--- src/rtl/lcdc_pkg.sv ---
package lcdc_pkg;

  localparam int unsigned WORD_W = 32;
  localparam int unsigned STAT_W = 4;

  // word offsets in the register window
  localparam int unsigned OFF_TIM0   = 0;
  localparam int unsigned OFF_TIM3   = 3;
  localparam int unsigned OFF_UPBASE = 4;
  localparam int unsigned OFF_LOBASE = 5;
  localparam int unsigned OFF_SLOT_A = 6;
  localparam int unsigned OFF_SLOT_B = 7;
  localparam int unsigned OFF_RAW    = 8;
  localparam int unsigned OFF_MASKED = 9;
  localparam int unsigned OFF_CLEAR  = 10;
  localparam int unsigned OFF_CUR_UP = 11;
  localparam int unsigned OFF_CUR_LO = 12;

  // status bits raised by a frame tick
  localparam logic [STAT_W-1:0] TICK_BITS = 4'b1100;

  typedef struct packed {
    logic       power;
    logic       be_pix;
    logic       be_byte;
    logic       bgr;
    logic [2:0] depth;
    logic       enable;
  } ctrl_fields_t;

  function automatic ctrl_fields_t unpack_ctrl(input logic [WORD_W-1:0] w);
    ctrl_fields_t f;
    f.enable  = w[0];
    f.depth   = w[3:1];
    f.bgr     = w[8];
    f.be_byte = w[9];
    f.be_pix  = w[10];
    f.power   = w[11];
    return f;
  endfunction

endpackage

--- src/rtl/lcdc_regs.sv ---
module lcdc_regs
  import lcdc_pkg::*;
#(
  parameter int unsigned ADDR_W = 10,
  parameter int unsigned N_TIM  = 4
) (
  input  logic                        clk,
  input  logic                        rst_n,
  input  logic                        swap,
  input  logic                        wr_en,
  input  logic [ADDR_W-1:0]           wr_addr,
  input  logic [WORD_W-1:0]           wr_data,
  output logic [N_TIM-1:0][WORD_W-1:0] tim,
  output logic [WORD_W-1:0]           up_base,
  output logic [WORD_W-1:0]           lo_base,
  output logic [WORD_W-1:0]           ctrl,
  output logic [STAT_W-1:0]           mask,
  output logic                        ctrl_wr,
  output logic                        clr_wr
);

  logic hit_mask, hit_ctrl, hit_up, hit_lo;
  logic [WORD_W-1:0] up_nxt, lo_nxt, ctrl_nxt;
  logic [STAT_W-1:0] mask_nxt;

  always_comb begin
    hit_mask = wr_en && (wr_addr == ADDR_W'(swap ? OFF_SLOT_B : OFF_SLOT_A));
    hit_ctrl = wr_en && (wr_addr == ADDR_W'(swap ? OFF_SLOT_A : OFF_SLOT_B));
    hit_up   = wr_en && (wr_addr == ADDR_W'(OFF_UPBASE));
    hit_lo   = wr_en && (wr_addr == ADDR_W'(OFF_LOBASE));
    clr_wr   = wr_en && (wr_addr == ADDR_W'(OFF_CLEAR));
    ctrl_wr  = hit_ctrl;
    up_nxt   = hit_up   ? wr_data : up_base;
    lo_nxt   = hit_lo   ? wr_data : lo_base;
    ctrl_nxt = hit_ctrl ? wr_data : ctrl;
    mask_nxt = hit_mask ? wr_data[STAT_W-1:0] : mask;
  end

  always_ff @(posedge clk or negedge rst_n) begin
    if (!rst_n) begin
      up_base <= '0;
      lo_base <= '0;
      ctrl    <= '0;
      mask    <= '0;
    end else begin
      up_base <= up_nxt;
      lo_base <= lo_nxt;
      ctrl    <= ctrl_nxt;
      mask    <= mask_nxt;
    end
  end

  for (genvar g = 0; g < N_TIM; g++) begin : g_tim
    logic              hit;
    logic [WORD_W-1:0] nxt;
    always_comb begin
      hit = wr_en && (wr_addr == ADDR_W'(OFF_TIM0 + g));
      nxt = hit ? wr_data : tim[g];
    end
    always_ff @(posedge clk or negedge rst_n) begin
      if (!rst_n) tim[g] <= '0;
      else        tim[g] <= nxt;
    end
  end

endmodule

--- src/rtl/lcdc_geom.sv ---
module lcdc_geom #(
  parameter int unsigned PPL_W  = 6,
  parameter int unsigned LPP_W  = 10,
  parameter int unsigned COL_SH = 4,
  localparam int unsigned COL_W = PPL_W + 1 + COL_SH,
  localparam int unsigned ROW_W = LPP_W + 1
) (
  input  logic [PPL_W-1:0] ppl_field,
  input  logic [LPP_W-1:0] lpp_field,
  output logic [COL_W-1:0] cols,
  output logic [ROW_W-1:0] rows
);

  logic [PPL_W:0] col_units;

  always_comb begin
    col_units = {1'b0, ppl_field} + (PPL_W+1)'(1);
    cols      = {col_units, {COL_SH{1'b0}}};
    rows      = {1'b0, lpp_field} + ROW_W'(1);
  end

endmodule

--- src/rtl/lcdc_frame_timer.sv ---
module lcdc_frame_timer #(
  parameter int unsigned FRAME_CYCLES = 64,
  localparam int unsigned CNT_W = (FRAME_CYCLES > 1) ? $clog2(FRAME_CYCLES) : 1
) (
  input  logic clk,
  input  logic rst_n,
  input  logic run,
  input  logic restart,
  output logic tick
);

  localparam logic [CNT_W-1:0] LAST = CNT_W'(FRAME_CYCLES - 1);

  logic [CNT_W-1:0] cnt, cnt_nxt;
  logic             at_last;

  always_comb begin
    at_last = (cnt == LAST);
    tick    = run && !restart && at_last;
    if (restart || !run)  cnt_nxt = '0;
    else if (at_last)     cnt_nxt = '0;
    else                  cnt_nxt = cnt + CNT_W'(1);
  end

  always_ff @(posedge clk or negedge rst_n) begin
    if (!rst_n) cnt <= '0;
    else        cnt <= cnt_nxt;
  end

endmodule

--- src/rtl/lcdc_irq.sv ---
module lcdc_irq
  import lcdc_pkg::*;
(
  input  logic              clk,
  input  logic              rst_n,
  input  logic              tick,
  input  logic              clr_en,
  input  logic [STAT_W-1:0] clr_bits,
  input  logic [STAT_W-1:0] mask,
  output logic [STAT_W-1:0] raw,
  output logic              irq
);

  logic [STAT_W-1:0] raw_nxt, kill, set;

  always_comb begin
    kill    = clr_en ? clr_bits : '0;
    set     = tick ? TICK_BITS : '0;
    raw_nxt = (raw & ~kill) | set;
    irq     = |(raw & mask);
  end

  always_ff @(posedge clk or negedge rst_n) begin
    if (!rst_n) raw <= '0;
    else        raw <= raw_nxt;
  end

endmodule

--- src/rtl/lcdc_regblk.sv ---
module lcdc_regblk
  import lcdc_pkg::*;
#(
  parameter int unsigned ADDR_W       = 10,
  parameter int unsigned FRAME_CYCLES = 64,
  parameter logic [63:0] ID_BYTES     = 64'hC3_5A_A5_3C_00_02_27_41
) (
  input  logic              clk,
  input  logic              rst_n,
  input  logic              cfg_swap,
  input  logic              bus_valid,
  input  logic              bus_write,
  input  logic [ADDR_W-1:0] bus_addr,
  input  logic [31:0]       bus_wdata,
  output logic [31:0]       bus_rdata,
  output logic              irq_o,
  output logic              lcd_on,
  output logic [2:0]        pix_depth,
  output logic              bgr_order,
  output logic              be_bytes,
  output logic              be_pixels,
  output logic [10:0]       cols_o,
  output logic [10:0]       rows_o
);

  localparam int unsigned N_TIM   = 4;
  localparam int unsigned N_ID    = 8;
  localparam int unsigned ID_SEL  = $clog2(N_ID);
  localparam logic [ADDR_W-ID_SEL-1:0] ID_TOP = '1;

  logic [N_TIM-1:0][WORD_W-1:0] tim;
  logic [WORD_W-1:0] up_base, lo_base, ctrl;
  logic [STAT_W-1:0] mask, raw_stat;
  logic ctrl_wr, clr_wr, frame_tick, wr_fire, rd_fire;
  ctrl_fields_t cf;
  logic [WORD_W-1:0] rd_nxt, rd_word;

  assign wr_fire = bus_valid && bus_write;
  assign rd_fire = bus_valid && !bus_write;

  lcdc_regs #(.ADDR_W(ADDR_W), .N_TIM(N_TIM)) u_regs (
    .clk(clk), .rst_n(rst_n), .swap(cfg_swap), .wr_en(wr_fire),
    .wr_addr(bus_addr), .wr_data(bus_wdata), .tim(tim),
    .up_base(up_base), .lo_base(lo_base), .ctrl(ctrl), .mask(mask),
    .ctrl_wr(ctrl_wr), .clr_wr(clr_wr)
  );

  lcdc_geom #(.PPL_W(6), .LPP_W(10), .COL_SH(4)) u_geom (
    .ppl_field(tim[0][7:2]), .lpp_field(tim[1][9:0]),
    .cols(cols_o), .rows(rows_o)
  );

  always_comb begin
    cf        = unpack_ctrl(ctrl);
    lcd_on    = cf.enable && cf.power;
    pix_depth = cf.depth;
    bgr_order = cf.bgr;
    be_bytes  = cf.be_byte;
    be_pixels = cf.be_pix;
  end

  lcdc_frame_timer #(.FRAME_CYCLES(FRAME_CYCLES)) u_timer (
    .clk(clk), .rst_n(rst_n), .run(lcd_on), .restart(ctrl_wr),
    .tick(frame_tick)
  );

  lcdc_irq u_irq (
    .clk(clk), .rst_n(rst_n), .tick(frame_tick), .clr_en(clr_wr),
    .clr_bits(bus_wdata[STAT_W-1:0]), .mask(mask),
    .raw(raw_stat), .irq(irq_o)
  );

  // read decode
  always_comb begin
    rd_word = '0;
    if (bus_addr[ADDR_W-1:ID_SEL] == ID_TOP) begin
      rd_word = WORD_W'(ID_BYTES[bus_addr[ID_SEL-1:0]*8 +: 8]);
    end else begin
      case (bus_addr)
        ADDR_W'(OFF_TIM0), ADDR_W'(OFF_TIM0+1),
        ADDR_W'(OFF_TIM0+2), ADDR_W'(OFF_TIM3):
                                rd_word = tim[bus_addr[1:0]];
        ADDR_W'(OFF_UPBASE),
        ADDR_W'(OFF_CUR_UP):    rd_word = up_base;
        ADDR_W'(OFF_LOBASE),
        ADDR_W'(OFF_CUR_LO):    rd_word = lo_base;
        ADDR_W'(OFF_SLOT_A):    rd_word = cfg_swap ? ctrl : WORD_W'(mask);
        ADDR_W'(OFF_SLOT_B):    rd_word = cfg_swap ? WORD_W'(mask) : ctrl;
        ADDR_W'(OFF_RAW):       rd_word = WORD_W'(raw_stat);
        ADDR_W'(OFF_MASKED):    rd_word = WORD_W'(raw_stat & mask);
        default:                rd_word = '0;
      endcase
    end
    rd_nxt = rd_fire ? rd_word : bus_rdata;
  end

  always_ff @(posedge clk or negedge rst_n) begin
    if (!rst_n) bus_rdata <= '0;
    else        bus_rdata <= rd_nxt;
  end

endmodule

--- config.mk ---
export PLATFORM = sky130hd
export DESIGN_NAME = lcdc_regblk
export DESIGN_NICKNAME = d
export VERILOG_FILES = /design/src/rtl/lcdc_pkg.sv /design/src/rtl/lcdc_regs.sv /design/src/rtl/lcdc_geom.sv /design/src/rtl/lcdc_frame_timer.sv /design/src/rtl/lcdc_irq.sv /design/src/rtl/lcdc_regblk.sv
export SDC_FILE = /design/constraint.sdc
export NUM_CORES = 1
export LEC_CHECK = 0
export BUFFER_PORTS_ARGS = -buffer_cell sky130_fd_sc_hd__buf_4
export CAP_MARGIN = 20
export CORE_MARGIN = 3
export CORE_UTILIZATION = 60
export DETAILED_ROUTE_END_ITERATION = 16
export HOLD_SLACK_MARGIN = 0.06
export PLACE_DENSITY = 0.8
export SLEW_MARGIN = 20
export SYNTH_ARGS = -nofsm -noshare
export SYNTH_HDL_FRONTEND = slang
export SYNTH_SLANG_ARGS = --single-unit
--- constraint.sdc ---
create_clock -name clk -period 1.6 [get_ports clk]
set_input_delay 0 -clock clk [delete_from_list [all_inputs] [get_ports clk]]
set_output_delay 0 -clock clk [all_outputs]
set_load 0.01 [all_outputs]
---- Yosys cells after proc, flatten, opt, wreduce, memory -nomap -nowiden ----
Index checks and enable logic that the tools add are counted.
storage, ports and cells
  input bits .............................. 47
  flip-flop bits (word level) ............. 270
operators by class
  bitwise operators ....................... 5
  add/subtract/negate cells ............... 3
  order comparisons ....................... 1
  muxes and demuxes ....................... 12
  equality and inequality tests ........... 16
  reduce and logical (&&, ||, !) cells .... 23
  shift operators ......................... 1
operator list
  operator                   count
  $pmux W32 S7               1
  $mux W32                   4
  $bmux W32 S2               1
  $shiftx A64 B7 Y8 const A  1
  $eq A10 B4 Y1 const B      5
  $eq A10 B3 Y1 const B      4
  $eq A10 B10 Y1             2
  $eq A10 B2 Y1 const B      2
  $logic_and A1 B1 Y1        14
  $and A4 B4 Y4              3
  $mux W6                    2
  $add A10 B1 Y11 const B    1
  $eq A10 B1 Y1 const B      1
  $logic_not A10 Y1          1
  $mux W4                    2
  $reduce_or A4 Y1           2
  $add A6 B1 Y7 const B      1
  $eq A7 B7 Y1 const B       1
  $add A6 B1 Y6 const B      1
  $eq A6 B6 Y1 const B       1
  $not A4 Y4                 1
  $or A4 B4 Y4               1
  $reduce_or A2 Y1           2
  $logic_not A1 Y1           3
  other kinds (3)            4

---- Logic depth before layout (Yosys ltp) ----
  depth after elaboration ................. 8
  depth in mapped cells ................... 12
  gate-level depth less buffers ........... 7

---- Cells and area by module ----
A second synthesis with hierarchy kept.
second synthesis, totals
  cell total of the unflattened synthesis .. 860
  area, all modules ....................... 12276.8 um2
by module, submodules not included
  module            area each (um2)  cells each  instances
  lcdc_regs         8604.5           500         1
  lcdc_regblk       2967.8           283         1
  lcdc_frame_timer  275.3            26          1
  lcdc_geom         272.8            38          1
  lcdc_irq          156.4            13          1

---- Least setup slack after synthesis ----
Ideal clock, no wire load.
  path type ............................... input-to-reg
  from .................................... input port bus_addr[0]
  to ...................................... register bus_rdata[2]
  setup time .............................. 126 ps
  setup slack ............................. -873 ps
  stages on the path ...................... 12
  buffers on the path ..................... 5
  data required time ...................... 1474 ps
  arrival ................................. 2347 ps
  cells stage by stage .................... buf_2 > buf_2 > buf_2 > inv_1 > ha_1 > mux2_2 > and2_1 > clkbuf_1 > buf_1 > a22oi_1 > o2111ai_1 > a221o_1
on the way
  longest elaborated chain between the ends .. 4
ends and longest elaborated chain
  element                                   RTL line           RTL
  from (decl)                               lcdc_regblk.sv:13  input logic [ADDR_W-1:0] bus_addr,
  $eq A10 B2 Y1 (tied with other cells)     lcdc_regblk.sv:79  case (bus_addr)
  $reduce_or A4 Y1 (tied with other cells)  lcdc_regblk.sv:79
  $pmux W32 S7                              lcdc_regblk.sv:79
  $mux W32 (*)                              lcdc_regblk.sv:76  if (bus_addr[ADDR_W-1:ID_SEL] == ID_TOP) begin
  to (signal assigned)                      lcdc_regblk.sv:99  else bus_rdata <= rd_nxt;
  to (decl)                                 lcdc_regblk.sv:15  output logic [31:0] bus_rdata,
Mark *: on every way between the ends. The rest lies on a longest branch, timed or not. The select of a mux whose other input is x is not followed.
A chain may end at the register's enable or synchronous reset.

---- Final worst setup path ----
  from .................................... register u_regs.tim[35] (netlist bit)
  to ...................................... output port rows_o[9]
on the way
  longest elaborated chain between the ends .. 1
ends and longest elaborated chain
  element                            RTL line           RTL
  from (decl)                        lcdc_regs.sv:13    output logic [N_TIM-1:0][WORD_W-1:0] tim,
  from (signal, indexed assignment)  lcdc_regs.sv:62    else tim[g] <= nxt;
  $add A10 B1 Y11                    lcdc_geom.sv:19    rows = {1'b0, lpp_field} + ROW_W'(1);
  to (decl)                          lcdc_regblk.sv:23  output logic [10:0] rows_o
Every way passes these cells.

==> flow_metrics.env <==
export IMPL_cts_htree_levels=1
export IMPL_arrival_ps=1850
export IMPL_first_iter_violations=765
export IMPL_finalCriticalPeriod_ps=1850
export IMPL_ys_async_sr_fraction_pct=100
export IMPL_chipWidth_um=151
export IMPL_violations="setup timing"
export IMPL_vias=9266
export IMPL_rows=52
export IMPL_cts_buffer_depth=3
export IMPL_pin_count=109
export IMPL_synthCells=975
export IMPL_die_area_um2=22700
export IMPL_final_common_cell="dfrtp_1"
export IMPL_antenna_found_initial=0
export IMPL_ant_nets=0
export IMPL_nFillCells=1068
export IMPL_cts_sinks=270
export IMPL_slew_violations=0
export IMPL_clock_latency_ps=530
export IMPL_avgSynthCellArea_um2=12.9
export IMPL_synth_top_area_share_pct=53.9
export IMPL_peakVddDrop_mv=0.876
export IMPL_combPwrFrac_pct=6.5
export IMPL_final_cell_mix="dfrtp_1, buf_4, mux2_2"
export IMPL_areaGrowthSynthToFinish_pct=29.9
export IMPL_fmax_mhz=539
export IMPL_cts_tree="done"
export IMPL_cts_made_buffers=27
export IMPL_yosysSeqAreaShare_pct=53.9
export IMPL_synth_edf_count=0
export IMPL_rsz0062_at_grt="yes"
export IMPL_synth_area_top_cells="dfrtp_1, mux2_2, mux4_2"
export IMPL_synth_seq_cells=270
export IMPL_synth_top_cell_by_area="dfrtp_1"
export IMPL_ys_warn_count=0
export IMPL_total_leakage_power_nw=7.91
export IMPL_final_hold_violation_count=0
export IMPL_powerDensity_nw_per_um2=865
export IMPL_diodes=0
export IMPL_wirelength_mm=34.7
export IMPL_drive_gt1_share_pct=46.8
export IMPL_wire_per_inst_um=23.6
export IMPL_swShare_pct=22.7
export IMPL_hold_path_class="in2reg"
export IMPL_pre_cts_ws_ps=-360
export IMPL_initial_core_util_pct=61.5
export IMPL_dr_pass1_iters=5
export IMPL_final_util_pct=79.9
export IMPL_intPower_w=0.0109
export IMPL_synthDistinctLibCells=48
export IMPL_grt_first_pass_wirelength_mm=52.2
export IMPL_clk_pin_slew_ps=60
export IMPL_cp_max_fo=2
export IMPL_finClkSkew_ps=10.9
export IMPL_required_ps=1600
export IMPL_seq_power_share_pct=49.1
export IMPL_hpwl_mm=20.6
export IMPL_crit_path_start_kind="register"
export IMPL_globalRouteOverflowTotal=0
export IMPL_clockPowerShare_pct=44.4
export IMPL_clock_root_buffer="clkbuf_16"
export IMPL_max_cap_viol_count=0
export IMPL_grt_usage_pct=29.7
export IMPL_r2r_start="u_regs.tim[33]"
export IMPL_grt_max_degree=72
export IMPL_crit_start="u_regs.tim[35]"
export IMPL_timing_final_ws_setup_ps=-255
export IMPL_fin_total_pwr_w=0.0141
export IMPL_finalNetCount=1235
export IMPL_portBuffers=104
export IMPL_fp_dieH_um=151
export IMPL_status="finished with violations"
export IMPL_critPathKind="reg2out"
export IMPL_place_congestion=0.893
export IMPL_post_route_drc_count=0
export IMPL_core_um2=20400
export IMPL_period_share_pct=116
export IMPL_endpoint_kind="output pin"
export IMPL_grt_pass1_vias=9461
export IMPL_p_sw_w=0.00319
export IMPL_synthFlopType="dfrtp_1"
export IMPL_hold_start="bus_addr[8]"
export IMPL_via_per_inst=6.29
export IMPL_syn_area_um2=12500
export IMPL_timing_hold_ws_ps=101
export IMPL_setup_violations=10
## timing repair
action                     4_1_cts  5_1_grt
buffers inserted                 9        9
hold endpoints to repair       507        0
hold buffers                    38        0
pin swaps                       14       12
resized for setup               23       31
setup endpoints to repair       12       58
## worst paths after layout
path / endpoint / slack, ps / cells past startpoint
max in group asynchronous: u_regs.tim[59] / 1130 / 3
hold / removal: bus_rdata[1] / 100 / 5
hold reg to reg: u_regs.ctrl[5] / 470 / 2
setup reg to reg: bus_rdata[1] / -50 / 6
min in group asynchronous: u_regs.tim[2] / 120 / 3
setup / recovery: rows_o[9] / -250 / 6
## area by class of cell
| cell class | count | area [um^2] | share of cell area [%] |
|---|---|---|---|
| Clock buffer | 37 | 753 | 4.63 |
| Clock inverter | 13 | 123 | 0.754 |
| Inverter | 6 | 27.5 | 0.169 |
| Multi-Input combinational cell | 629 | 6000 | 36.9 |
| Sequential cell | 270 | 6760 | 41.5 |
| Tap cell | 270 | 338 | 2.08 |
| Timing Repair Buffer | 247 | 2270 | 13.9 |
## Yosys cell counts (7+ instances only)
cell,count
buf_4,10
a22oi_1,9
a221oi_1,28
nor2b_1,33
nor2_1,12
a22o_1,30
and3_1,7
nand3_1,23
mux2_1,13
dfrtp_1,270
nand2_1,108
buf_2,28
mux2_2,189
xnor2_1,10
mux4_2,32
a21oi_1,58
xor2_1,7
clkbuf_1,28
ha_1,7
## worst max-delay path, cell delays in order (launching register included)
cell	delay (ps)
dfrtp_1	420
buf_6	120
and3_4	180
and4_4	220
nand4_1	90
xnor2_1	150
buf_4	140
## stage by stage
stage	std cells	TNS [ps]	area, um^2
after detailed placement	1369	-48650	14600
after global routing	1472	-2280	16300
after global placement	1369	-44160	14600
final	1472	-1500	16300
after floorplan	978	-14380	13100
after CTS	1464	-813	16000
## logic make-up (layout without fill, tap and decap cells)
kind of cell	count (synthesis)	in the layout	synth area share [%]
and+or+nand+nor	217	217	8.63
other	1	4	0.0299
DFF	270	270	53.9
buffers and inverters	79	303	3.13
AOI/OAI and AO/OA	146	146	8.18
xor gates and xnor gates	17	17	1.19
adders and majority gates	7	7	0.699
muxes	238	238	24.2
## routing by layer
metal	global-route usage [%]	up-vias	wire length (um)
li1	-	3977	-
met1	40.9	4796	14000
met2	49.5	401	17500
met3	3.73	92	2120
met4	9.93	0	1160
met5	0	-	0
## state kept, by name (all words and copies together) (netlist names)
register and count:
u_regs.tim 128, bus_rdata 32, u_regs.ctrl 32, u_regs.lo_base 32, u_regs.up_base 32, u_timer.cnt 6, u_irq.raw 4, u_regs.mask 4
## power groups by stage
stage / sequential, W / clock, W / combinational [W]
2_1_floorplan: 0.00703 / 0 / 0.000317
4_1_cts: 0.00691 / 0.00629 / 0.000905
6_report: 0.00692 / 0.00625 / 0.000917
5_1_grt: 0.00692 / 0.00660 / 0.000990
3_3_place_gp: 0.00703 / 0 / 0.000800
3_5_place_dp: 0.00704 / 0 / 0.000813
(Power assumes the default switching activity.)
